[src/rtl/pmb_pkg.sv]
`timescale 1ns/1ps
package pmb_pkg;
  localparam int WORD_W = 16;

  typedef enum logic [1:0] {
    K_READ   = 2'd0,
    K_RPAUSE = 2'd1,
    K_WRITE  = 2'd2,
    K_WBYTE  = 2'd3
  } req_kind_e;

  typedef enum logic [1:0] {
    L_PRIVATE  = 2'd0,
    L_OWN_BUS  = 2'd1,
    L_OWN_INTR = 2'd2,
    L_OTHER    = 2'd3
  } last_cycle_e;

  typedef enum logic [3:0] {
    S_IDLE, S_ADDR, S_HOLD, S_RWAIT, S_RSEC, S_RESP, S_WDATA, S_WSTB, S_WEND
  } state_e;
endpackage

[src/rtl/pmb_turn.sv]
`timescale 1ns/1ps
module pmb_turn
  import pmb_pkg::*;
(
  input  logic [1:0] last_kind,
  input  logic       sync_in,
  input  logic       reply_in,
  input  logic       sbful_in,
  output logic       clear
);
  logic sync_wait;

  always_comb begin
    case (last_cycle_e'(last_kind))
      L_OWN_BUS, L_OTHER: sync_wait = sync_in;
      default:            sync_wait = 1'b0;
    endcase
    clear = !reply_in && !sbful_in && !sync_wait;
  end
endmodule

[src/rtl/pmb_parchk.sv]
`timescale 1ns/1ps
module pmb_parchk
  import pmb_pkg::*;
(
  input  logic [WORD_W-1:0] data,
  input  logic              par_hi,
  input  logic              par_lo,
  output logic              err
);
  localparam int HALF = WORD_W / 2;
  logic hi_bad, lo_bad;

  always_comb begin
    hi_bad = ~^{data[WORD_W-1:HALF], par_hi};
    lo_bad = ^{data[HALF-1:0], par_lo};
    err    = hi_bad || lo_bad;
  end
endmodule

[src/rtl/pmb_master.sv]
`timescale 1ns/1ps
module pmb_master
  import pmb_pkg::*;
#(
  parameter int AW         = 22,
  parameter int IO_BITS    = 13,
  parameter int HOLD_CYC   = 1,
  parameter int SECOND_DLY = 6,
  parameter int WSTB_CYC   = 3
) (
  input  logic              clk,
  input  logic              rst_n,
  input  logic              req_valid,
  output logic              req_ready,
  input  logic [1:0]        req_kind,
  input  logic [AW-1:0]     req_addr,
  input  logic [WORD_W-1:0] req_wdata,
  output logic              rsp_valid,
  input  logic              rsp_ready,
  output logic [WORD_W-1:0] rsp_data0,
  output logic [WORD_W-1:0] rsp_data1,
  output logic [AW-1:0]     rsp_tag,
  output logic [1:0]        rsp_perr,
  output logic              fallback,
  input  logic [1:0]        last_kind,
  input  logic              sync_in,
  input  logic              reply_in,
  input  logic              sbful_in,
  input  logic              sel_in,
  input  logic              pubmem_in,
  input  logic              rdstb_in,
  input  logic [WORD_W-1:0] bus_data_in,
  input  logic              par_hi_in,
  input  logic              par_lo_in,
  output logic [AW-1:0]     bus_addr,
  output logic              addr_oe,
  output logic              bus_iopage,
  output logic              wtbt_n,
  output logic              pbyt_n,
  output logic              pbcyc,
  output logic [WORD_W-1:0] bus_data_out,
  output logic              data_oe,
  output logic              wtstb
);
  localparam int CMAX0 = (SECOND_DLY > WSTB_CYC) ? SECOND_DLY : WSTB_CYC;
  localparam int CMAX  = (CMAX0 > HOLD_CYC) ? CMAX0 : HOLD_CYC;
  localparam int CW    = $clog2(CMAX + 1);

  state_e            st;
  logic [CW-1:0]     cnt;
  req_kind_e         kind_q;
  logic [AW-1:0]     addr_q, lock_addr_q;
  logic [WORD_W-1:0] wdata_q, d0_q, d1_q;
  logic [1:0]        perr_q;
  logic              lock_q, rdstb_q, fb_q;
  logic              gate_ok, par_err, lock_ok, fire, is_wr_q;

  pmb_turn u_turn (
    .last_kind(last_kind), .sync_in(sync_in), .reply_in(reply_in),
    .sbful_in(sbful_in), .clear(gate_ok)
  );

  pmb_parchk u_par (
    .data(bus_data_in), .par_hi(par_hi_in), .par_lo(par_lo_in), .err(par_err)
  );

  // request port
  assign lock_ok   = !lock_q || (req_kind[1] && req_addr == lock_addr_q);
  assign req_ready = (st == S_IDLE) && gate_ok && lock_ok;
  assign fire      = req_valid && req_ready;
  assign is_wr_q   = kind_q[1];

  // bus side
  assign addr_oe      = (st == S_ADDR) || (st == S_HOLD);
  assign bus_addr     = addr_oe ? addr_q : '0;
  assign bus_iopage   = addr_oe && (&addr_q[AW-1:IO_BITS]);
  assign wtbt_n       = !(addr_oe && is_wr_q);
  assign pbyt_n       = !((st == S_ADDR) && (kind_q == K_RPAUSE || kind_q == K_WBYTE));
  assign pbcyc        = st inside {S_HOLD, S_RWAIT, S_RSEC, S_WDATA, S_WSTB, S_WEND};
  assign data_oe      = st inside {S_WDATA, S_WSTB, S_WEND};
  assign bus_data_out = data_oe ? wdata_q : '0;
  assign wtstb        = (st == S_WSTB);

  // response port
  assign rsp_valid = (st == S_RESP);
  assign rsp_data0 = d0_q;
  assign rsp_data1 = d1_q;
  assign rsp_tag   = addr_q;
  assign rsp_perr  = perr_q;
  assign fallback  = fb_q;

  always_ff @(posedge clk or negedge rst_n) begin
    if (!rst_n) begin
      st          <= S_IDLE;
      cnt         <= '0;
      kind_q      <= K_READ;
      addr_q      <= '0;
      lock_addr_q <= '0;
      wdata_q     <= '0;
      d0_q        <= '0;
      d1_q        <= '0;
      perr_q      <= '0;
      lock_q      <= 1'b0;
      rdstb_q     <= 1'b0;
      fb_q        <= 1'b0;
    end else begin
      fb_q    <= 1'b0;
      rdstb_q <= rdstb_in;
      case (st)
        S_IDLE: if (fire) begin
          kind_q  <= req_kind_e'(req_kind);
          addr_q  <= req_addr;
          wdata_q <= req_wdata;
          lock_q  <= 1'b0;
          st      <= S_ADDR;
        end
        S_ADDR: if (sel_in && !pubmem_in) begin
          cnt <= '0;
          st  <= S_HOLD;
        end else begin
          fb_q <= 1'b1;
          st   <= S_IDLE;
        end
        S_HOLD: if (!sel_in) begin
          fb_q <= 1'b1;
          st   <= S_IDLE;
        end else if (cnt == CW'(HOLD_CYC - 1)) begin
          cnt <= '0;
          st  <= is_wr_q ? S_WDATA : S_RWAIT;
        end else begin
          cnt <= cnt + 1'b1;
        end
        S_RWAIT: if (rdstb_q && !rdstb_in) begin
          d0_q      <= bus_data_in;
          perr_q[0] <= par_err;
          cnt       <= '0;
          st        <= S_RSEC;
        end
        S_RSEC: if (cnt == CW'(SECOND_DLY - 1)) begin
          d1_q        <= bus_data_in;
          perr_q[1]   <= par_err;
          lock_q      <= (kind_q == K_RPAUSE);
          lock_addr_q <= addr_q;
          st          <= S_RESP;
        end else begin
          cnt <= cnt + 1'b1;
        end
        S_RESP: if (rsp_ready) st <= S_IDLE;
        S_WDATA: begin
          cnt <= '0;
          st  <= S_WSTB;
        end
        S_WSTB: if (cnt == CW'(WSTB_CYC - 1)) st <= S_WEND;
                else cnt <= cnt + 1'b1;
        S_WEND: st <= S_IDLE;
        default: st <= S_IDLE;
      endcase
    end
  end


  wtstb_in_cycle_chk: assert property (@(posedge clk) disable iff (!rst_n)
    wtstb |-> pbcyc && data_oe);

  wtstb_falls_first_chk: assert property (@(posedge clk) disable iff (!rst_n)
    $fell(wtstb) |-> pbcyc);

  addr_before_cycle_chk: assert property (@(posedge clk) disable iff (!rst_n)
    $rose(pbcyc) |-> addr_oe && $past(addr_oe) && pbyt_n);

  type_in_addr_phase_chk: assert property (@(posedge clk) disable iff (!rst_n)
    !pbyt_n |-> addr_oe && !pbcyc);

  start_gate_chk: assert property (@(posedge clk) disable iff (!rst_n)
    $rose(addr_oe) |-> $past(!reply_in && !sbful_in));

  fallback_cause_chk: assert property (@(posedge clk) disable iff (!rst_n)
    fallback |-> !pbcyc && !rsp_valid && $past(addr_oe));

  rsp_hold_chk: assert property (@(posedge clk) disable iff (!rst_n)
    rsp_valid && !rsp_ready |=> rsp_valid && $stable(rsp_data0) && $stable(rsp_data1)
      && $stable(rsp_tag) && $stable(rsp_perr));

  lock_pair_chk: assert property (@(posedge clk) disable iff (!rst_n)
    $rose(addr_oe) && $past(lock_q) |-> kind_q[1] && addr_q == $past(lock_addr_q));
endmodule

[config.mk]
export PLATFORM = sky130hd
export DESIGN_NAME = pmb_master
export DESIGN_NICKNAME = d
export VERILOG_FILES = /design/src/rtl/pmb_pkg.sv /design/src/rtl/pmb_turn.sv /design/src/rtl/pmb_parchk.sv /design/src/rtl/pmb_master.sv
export SDC_FILE = /design/constraint.sdc
export NUM_CORES = 1
export LEC_CHECK = 0
export BUFFER_PORTS_ARGS = -buffer_cell sky130_fd_sc_hd__buf_2
export CAP_MARGIN = 20
export CORE_ASPECT_RATIO = 0.75
export CORE_MARGIN = 2
export CORE_UTILIZATION = 45
export DETAILED_ROUTE_END_ITERATION = 10
export PLACE_DENSITY = 0.87
export SLEW_MARGIN = 40
export SYNTH_ARGS = -nofsm -noshare
export SYNTH_HDL_FRONTEND = slang
export SYNTH_SLANG_ARGS = --single-unit
export TNS_END_PERCENT = 30
[constraint.sdc]
create_clock -name clk -period 2 [get_ports clk]
set_clock_uncertainty 0.05 [all_clocks]
set_input_delay 0.3 -clock clk [delete_from_list [all_inputs] [get_ports clk]]
set_output_delay 0.3 -clock clk [all_outputs]
set_load 0.1 [all_outputs]
# == After elaboration in Yosys (flattened, before gate mapping) ==
# Index checks and enable logic that the tools add are counted.
# Widths: inputs -> output; s select.
# word_totals
in_bits,70
reg_bits,106
out_inout_bits,104
# classes
eq_ne,25
mux,26
reduce_logical,39
addsub,1
# ops
cell,count
$pmux 4 s8,1
$mux 4,7
$eq 22x22->1,1
$mux 22,1
$mux 3,7
$pmux 3 s6,1
$eq 4x3->1 const B,4
$mux 16,1
$reduce_and 6->1,2
$reduce_bool 6->1,2
$logic_and 1x1->1,11
$ne 2x1->1 const B,5
$reduce_and 9->1,1
$reduce_xnor 9->1,1
$reduce_xor 9->1,1
$eq 4x2->1 const B,2
$logic_not 1->1,8
$ne 2x2->1 const B,4
$reduce_and 2->1,3
$mux 1,5
$eq 2x1->1 const B,2
$eq 2x2->1 const B,2
$eq 4x1->1 const B,1
$eq 4x4->1 const B,1
other kinds (13),17

# == Logic depth before layout (Yosys ltp) ==
# depth
ltp_word,10
mapped_depth,8
depth_no_buf,8

# == Modules after synthesis ==
# From an unflattened synthesis, not the netlist that was laid out.
# hier_totals
hier_cells,393
hier_area_um2,5232.5
# by_module_without_submodules
mod,seq_area_each_um2,area_each_um2,instances,cells_each
pmb_master,2652.5,5066.1,1,377
pmb_parchk,0.0,153.9,1,15
pmb_turn,0.0,12.5,1,1

# == Worst setup path before layout ==
# Ideal clock, no wire load.
# synth_timing
path_type,reg-to-output
start,reg lock_addr_q[21]
end,out req_ready
path_buffers,0
path_slack_ns,-1.779
arrival_time_ns,3.429
path_stages_with_launch,6
cell_sequence,dfrtp_1 xnor2_1 nand4_1 nor4_2 a41oi_2 nor3b_1
# synth_between
elab_chain_len,4
# synth_lines
item,line_no,text
"start, declared",pmb_master.sv:52,"logic [AW-1:0] addr_q, lock_addr_q;"
"start signal, assigned",pmb_master.sv:143,lock_addr_q <= addr_q;
$eq 22x22->1,pmb_master.sv:68,assign lock_ok = !lock_q || (req_kind[1] && req_addr == lock_addr_q);
$logic_and 1x1->1,pmb_master.sv:68,
$logic_or 1x1->1,pmb_master.sv:68,
$logic_and 1x1->1,pmb_master.sv:69,assign req_ready = (st == S_IDLE) && gate_ok && lock_ok;
"end, declared",pmb_master.sv:14,"output logic req_ready,"
# No other way between the ends.

# == Worst setup path after layout ==
# layout_timing
start,reg lock_addr_q[3]
end,out req_ready
# The elaborated chain is that of the path after synthesis.

==> reports/summary.log <==
[pwr] logic gate share of total power 11.3%
[logic_synthesis] most area-consuming cells after synthesis sky130_fd_sc_hd__dfrtp_1 52%, sky130_fd_sc_hd__mux2_2 14%, sky130_fd_sc_hd__mux2_4 8.8%
[cts] # H-tree levels 3
[logic_synthesis] largest family of logic cells by synthesized area multiplexers
[route] Top Layer Used met4
[cts] TritonCTS clock tree built
[global_routing] Overflow after GRT 0
[pwr] power per unit of standard cell area 596 nW/um^2
[final_layout] count of antenna diodes in the layout 0
[route] met1 wire length 5.45 mm
[route] number of remaining DRC errors 0
[sta] Max-Slew Margin vs Limit 66.0%
[route] violation count after the first detailed-routing iteration 180
[sta] max-slew violation count 0
[pwr] net switching fraction of the power 25.3%
[hold_path] Worst Hold Launch rdstb_in
[global_routing] Overall Global Routing Usage 22.4%
[pwr] Design Power 4.60 mW
[final_layout] most frequent cells in the layout 124 x sky130_fd_sc_hd__buf_2, 96 x sky130_fd_sc_hd__dfrtp_1, 56 x sky130_fd_sc_hd__mux2_2
[setup_path] classification of the worst setup path flop to primary output
[route] routed vias/inst 5.28
[sta] transition time of the tightest slew-check pin 0.510 ns
[sta] Fin Setup TNS -20.63 ns
[route] vias after detailed routing 3945
[logic_synthesis] syn_area_per_cell 12.8 um^2
[cts] Num CTS Buffers 9
[route] routed wirelength normalized by instance count 17.9 um
[cts] clock edge transition at the registers on the reported setup and hold paths 0.07 ns
[final_layout] fraction of layout cells with a size suffix above 1 62.6%
[logic_synthesis] number of synthesized register bits 106
[setup_path] Slowest Stage Delay on Critical Path 0.39 ns
[logic_synthesis] post-synthesis cell count 402
[setup_path] Crit path required time 1.65 ns
[setup_path] kind of capture point of the worst setup path primary output
[logic_synthesis] proportion of netlist area held by the largest area contributor 51.6%
[route] met3 routed WL 887 um
[placement] routability congestion estimate from global placement 0.824
[setup_path] critical-path cell list xnor2_1, nand4_1, nor4_4, a41oi_2, buf_4, nor3b_4, buf_12
[sta] maximum clock rate 387 MHz
[logic_synthesis] yosys synthesis warning count 0
[hold_path] cell count of the worst hold path 1
[setup_path] endpoint of the worst register-to-register path rsp_tag[7]$_DFFE_PN0P_
[hold_path] path category of the worst min-delay check primary input to flop
[pwr] worst-case vdd ir drop 662 uV
[final_layout] most common library cell in the layout ignoring fill and taps sky130_fd_sc_hd__buf_2
[final_layout] area growth from synthesis to layout 50.3%
[die] initial core utilization 46.6%
[cts] clock tree root driver cell sky130_fd_sc_hd__clkbuf_16
[die] horizontal die dimension 127 um
[global_routing] number of global-route vias before repair 4163
[setup_path] slack of the worst reg-to-reg path -0.51 ns
[pwr] Internal Dissipation 3.43 mW
[die] vertical extent of the die 96.5 um
[cts] clk_lat worst skew 0.35 ns
[route] Final ANT Viol Nets 0
[logic_synthesis] total nets after synthesis 476
[setup_path] startpoint type of the worst setup path flop
[logic_synthesis] post-synthesis compound-gate area fraction 2.90%
[logic_synthesis] adder and majority gate portion of the synthesized area 0.974%
[global_routing] global-route wire length before repair 21.4 mm
[pwr] relative contribution of sequential cells to total power 47.5%
[sta] unrepaired setup endpoints after global routing yes
[logic_synthesis] basic-gate share of the synthesized area counting and, or, nand and nor cells 12.1%
[die] overall die area 12300 um^2
[final_layout] post-layout net count 676
[die] Site Rows 33
[sta] final worst slack -0.587 ns
[route] wirelength, routed 13.4 mm
[logic_synthesis] sequential element share of the synthesized area 51.6%
[setup_path] FF-to-FF path depth 9
[logic_synthesis] Netlist cell types 39
[hold_path] Min-Delay Endpoint rdstb_q$_DFF_PN0_
[setup_path] data arrival at the endpoint of the critical path 2.24 ns
[final_layout] Filler Cells Inserted 761
[setup_path] cell with the biggest individual delay on the critical path sky130_fd_sc_hd__dfrtp_1
[logic_synthesis] largest area contributor in the netlist sky130_fd_sc_hd__dfrtp_1
[route] total length of routed met2 wires 6.82 mm
[logic_synthesis] area of the mapped netlist 5140 um^2
[pwr] Leak Pwr 3.83 nW
[die] top-level port count 174
[placement] sum of net half-perimeters after detailed placement 9.64 mm
[sta] Final Hold Fails 0
[pwr] relative contribution of the clock network to total power 41.2%
[die] placeable core region 11000 um^2
[route] iteration count of the initial detailed-routing pass 4
[placement] pre-CTS setup slack -0.520 ns
[outcome] failing checks setup timing
[setup_path] RR Startpoint lock_addr_q[3]$_DFFE_PN0P_
[cts] maximum count of clock buffers along a single path 2
[sta] # setup viols final 81
[sta] final worst path period share 129%
[run] Max-cap violations 0
[sta] crit path time final 2.59 ns
[global_routing] maximum number of pins on one net before global-route repair 45
[pwr] P_sw 1.16 mW
[logic_synthesis] multiplexer fraction of the synthesized cell area 23.4%
[cts] number of sinks handled by clock tree synthesis 106
[global_routing] antenna violations before repair 0
[final_layout] share of the core filled with cells in the final layout 70.0%
[logic_synthesis] parity-gate share of the synthesized area counting xor and xnor cells 6.65%
[placement] number of buffers inserted by port buffering 172
[outcome] status finished with violations
[setup_path] critical path fanouts, max 2
[flip-flops by register name (all words and copies together), names as in the netlist, 2 cells and up]
name / cells
cnt: 3
kind_q: 2
lock_addr_q: 22
rsp_data0: 16
rsp_data1: 16
rsp_perr: 2
rsp_tag: 22
st: 4
wdata_q: 16
[cells in the mapped netlist]
cell / number
sky130_fd_sc_hd__a31o_2: 1
sky130_fd_sc_hd__a22oi_1: 1
sky130_fd_sc_hd__nor4_1: 1
sky130_fd_sc_hd__or2_2: 1
sky130_fd_sc_hd__nand3_1: 3
sky130_fd_sc_hd__a211o_1: 1
sky130_fd_sc_hd__xnor2_1: 29
sky130_fd_sc_hd__nor4_2: 1
sky130_fd_sc_hd__a22o_1: 2
sky130_fd_sc_hd__nand3b_1: 1
sky130_fd_sc_hd__a311oi_1: 1
sky130_fd_sc_hd__o21ai_0: 6
sky130_fd_sc_hd__nand2b_1: 6
sky130_fd_sc_hd__ha_1: 4
sky130_fd_sc_hd__or3_1: 1
sky130_fd_sc_hd__nand4_1: 10
sky130_fd_sc_hd__a41oi_2: 1
sky130_fd_sc_hd__nor3b_1: 1
sky130_fd_sc_hd__nand2_1: 15
sky130_fd_sc_hd__mux2_2: 66
sky130_fd_sc_hd__nand4b_1: 1
sky130_fd_sc_hd__dfrtp_1: 106
sky130_fd_sc_hd__nor2_1: 17
sky130_fd_sc_hd__buf_6: 4
sky130_fd_sc_hd__nor2b_1: 6
sky130_fd_sc_hd__xor2_1: 10
sky130_fd_sc_hd__o211ai_1: 1
sky130_fd_sc_hd__a211oi_1: 1
sky130_fd_sc_hd__inv_1: 6
sky130_fd_sc_hd__nor3_4: 1
sky130_fd_sc_hd__mux2i_1: 1
sky130_fd_sc_hd__buf_2: 1
sky130_fd_sc_hd__mux2_4: 30
sky130_fd_sc_hd__a21oi_1: 6
sky130_fd_sc_hd__nor3_1: 8
sky130_fd_sc_hd__clkbuf_1: 11
sky130_fd_sc_hd__buf_1: 1
sky130_fd_sc_hd__and2_1: 38
sky130_fd_sc_hd__o22ai_1: 1
[metrics by stage]
stage	cells	hold WS, ns	area, um^2
global placement	722	0.243	7150
detailed placement	722	0.254	7150
floorplan	402	-0.0456	5270
global route	747	0.0236	7720
CTS	750	0.0287	7760
finish	747	0.0422	7720
[cells by family after synthesis]
group,count (synthesis)
DFF,106
and+or+nand+nor,111
muxes,97
AOI/OAI and AO/OA,22
xor gates and xnor gates,39
adders and majority gates,4
buffers and inverters,23
[power by group through the flow]
stage / Sequential [mW] / Clock [mW] / Combinational (mW)
4_1_cts: 2.18 / 1.95 / 0.524
6_report: 2.18 / 1.89 / 0.519
2_1_floorplan: 2.41 / 0 / 0.116
5_1_grt: 2.19 / 2.02 / 0.555
3_5_place_dp: 2.22 / 0 / 0.513
3_3_place_gp: 2.22 / 0 / 0.500
[worst max-delay path: cells and delay by family (launching register included)]
family,cells,cell delay (ns)
AND/OR/NAND/NOR,3,0.80
flip-flops,1,0.39
buffers and inverters,2,0.39
AO/OA/AOI/OAI,1,0.18
XOR/XNOR,1,0.14
[worst max-delay path by stage]
stage          cells after the start                  startpoint                       to  slack, ns
2_1_floorplan                      5  lock_addr_q[3]$_DFFE_PN0P_                req_ready      -0.40
3_3_place_gp                       8                 req_addr[7]  rsp_tag[21]$_DFFE_PN0P_      -0.44
3_5_place_dp                       8                 req_addr[3]   wdata_q[4]$_DFFE_PN0P_      -0.52
4_1_cts                            7  lock_addr_q[8]$_DFFE_PN0P_                req_ready      -0.61
5_1_grt                            7  lock_addr_q[3]$_DFFE_PN0P_                req_ready      -0.69
6_report                           7  lock_addr_q[3]$_DFFE_PN0P_                req_ready      -0.59
[final cells by class]
type,instances,area (um^2),share of cell area (%)
clock buffers,11,233,3.02
flip-flops and latches,106,2670,34.5
inverters,6,26.3,0.340
clock inverters,5,85.1,1.10
multi-input cells,273,2580,33.4
repair buffers,206,1960,25.3
well taps,140,175,2.27
[per-layer routing]
layer	up-vias	global-route usage [%]
met5	-	0
li1	1790	-
met1	1979	26.4
met2	153	40.3
met3	23	6.11
met4	0	7.05
[timing repair]
item                                   in CTS  in global routing
setup buffers                               8                  1
gates cloned                                3                  0
hold buffers                                1                  0
endpoints found under the hold margin      36                  0
resized for setup                          42                 13
setup endpoints to repair                  83                 83
pin swaps                                  19                 23
(Power assumes the default switching activity.)
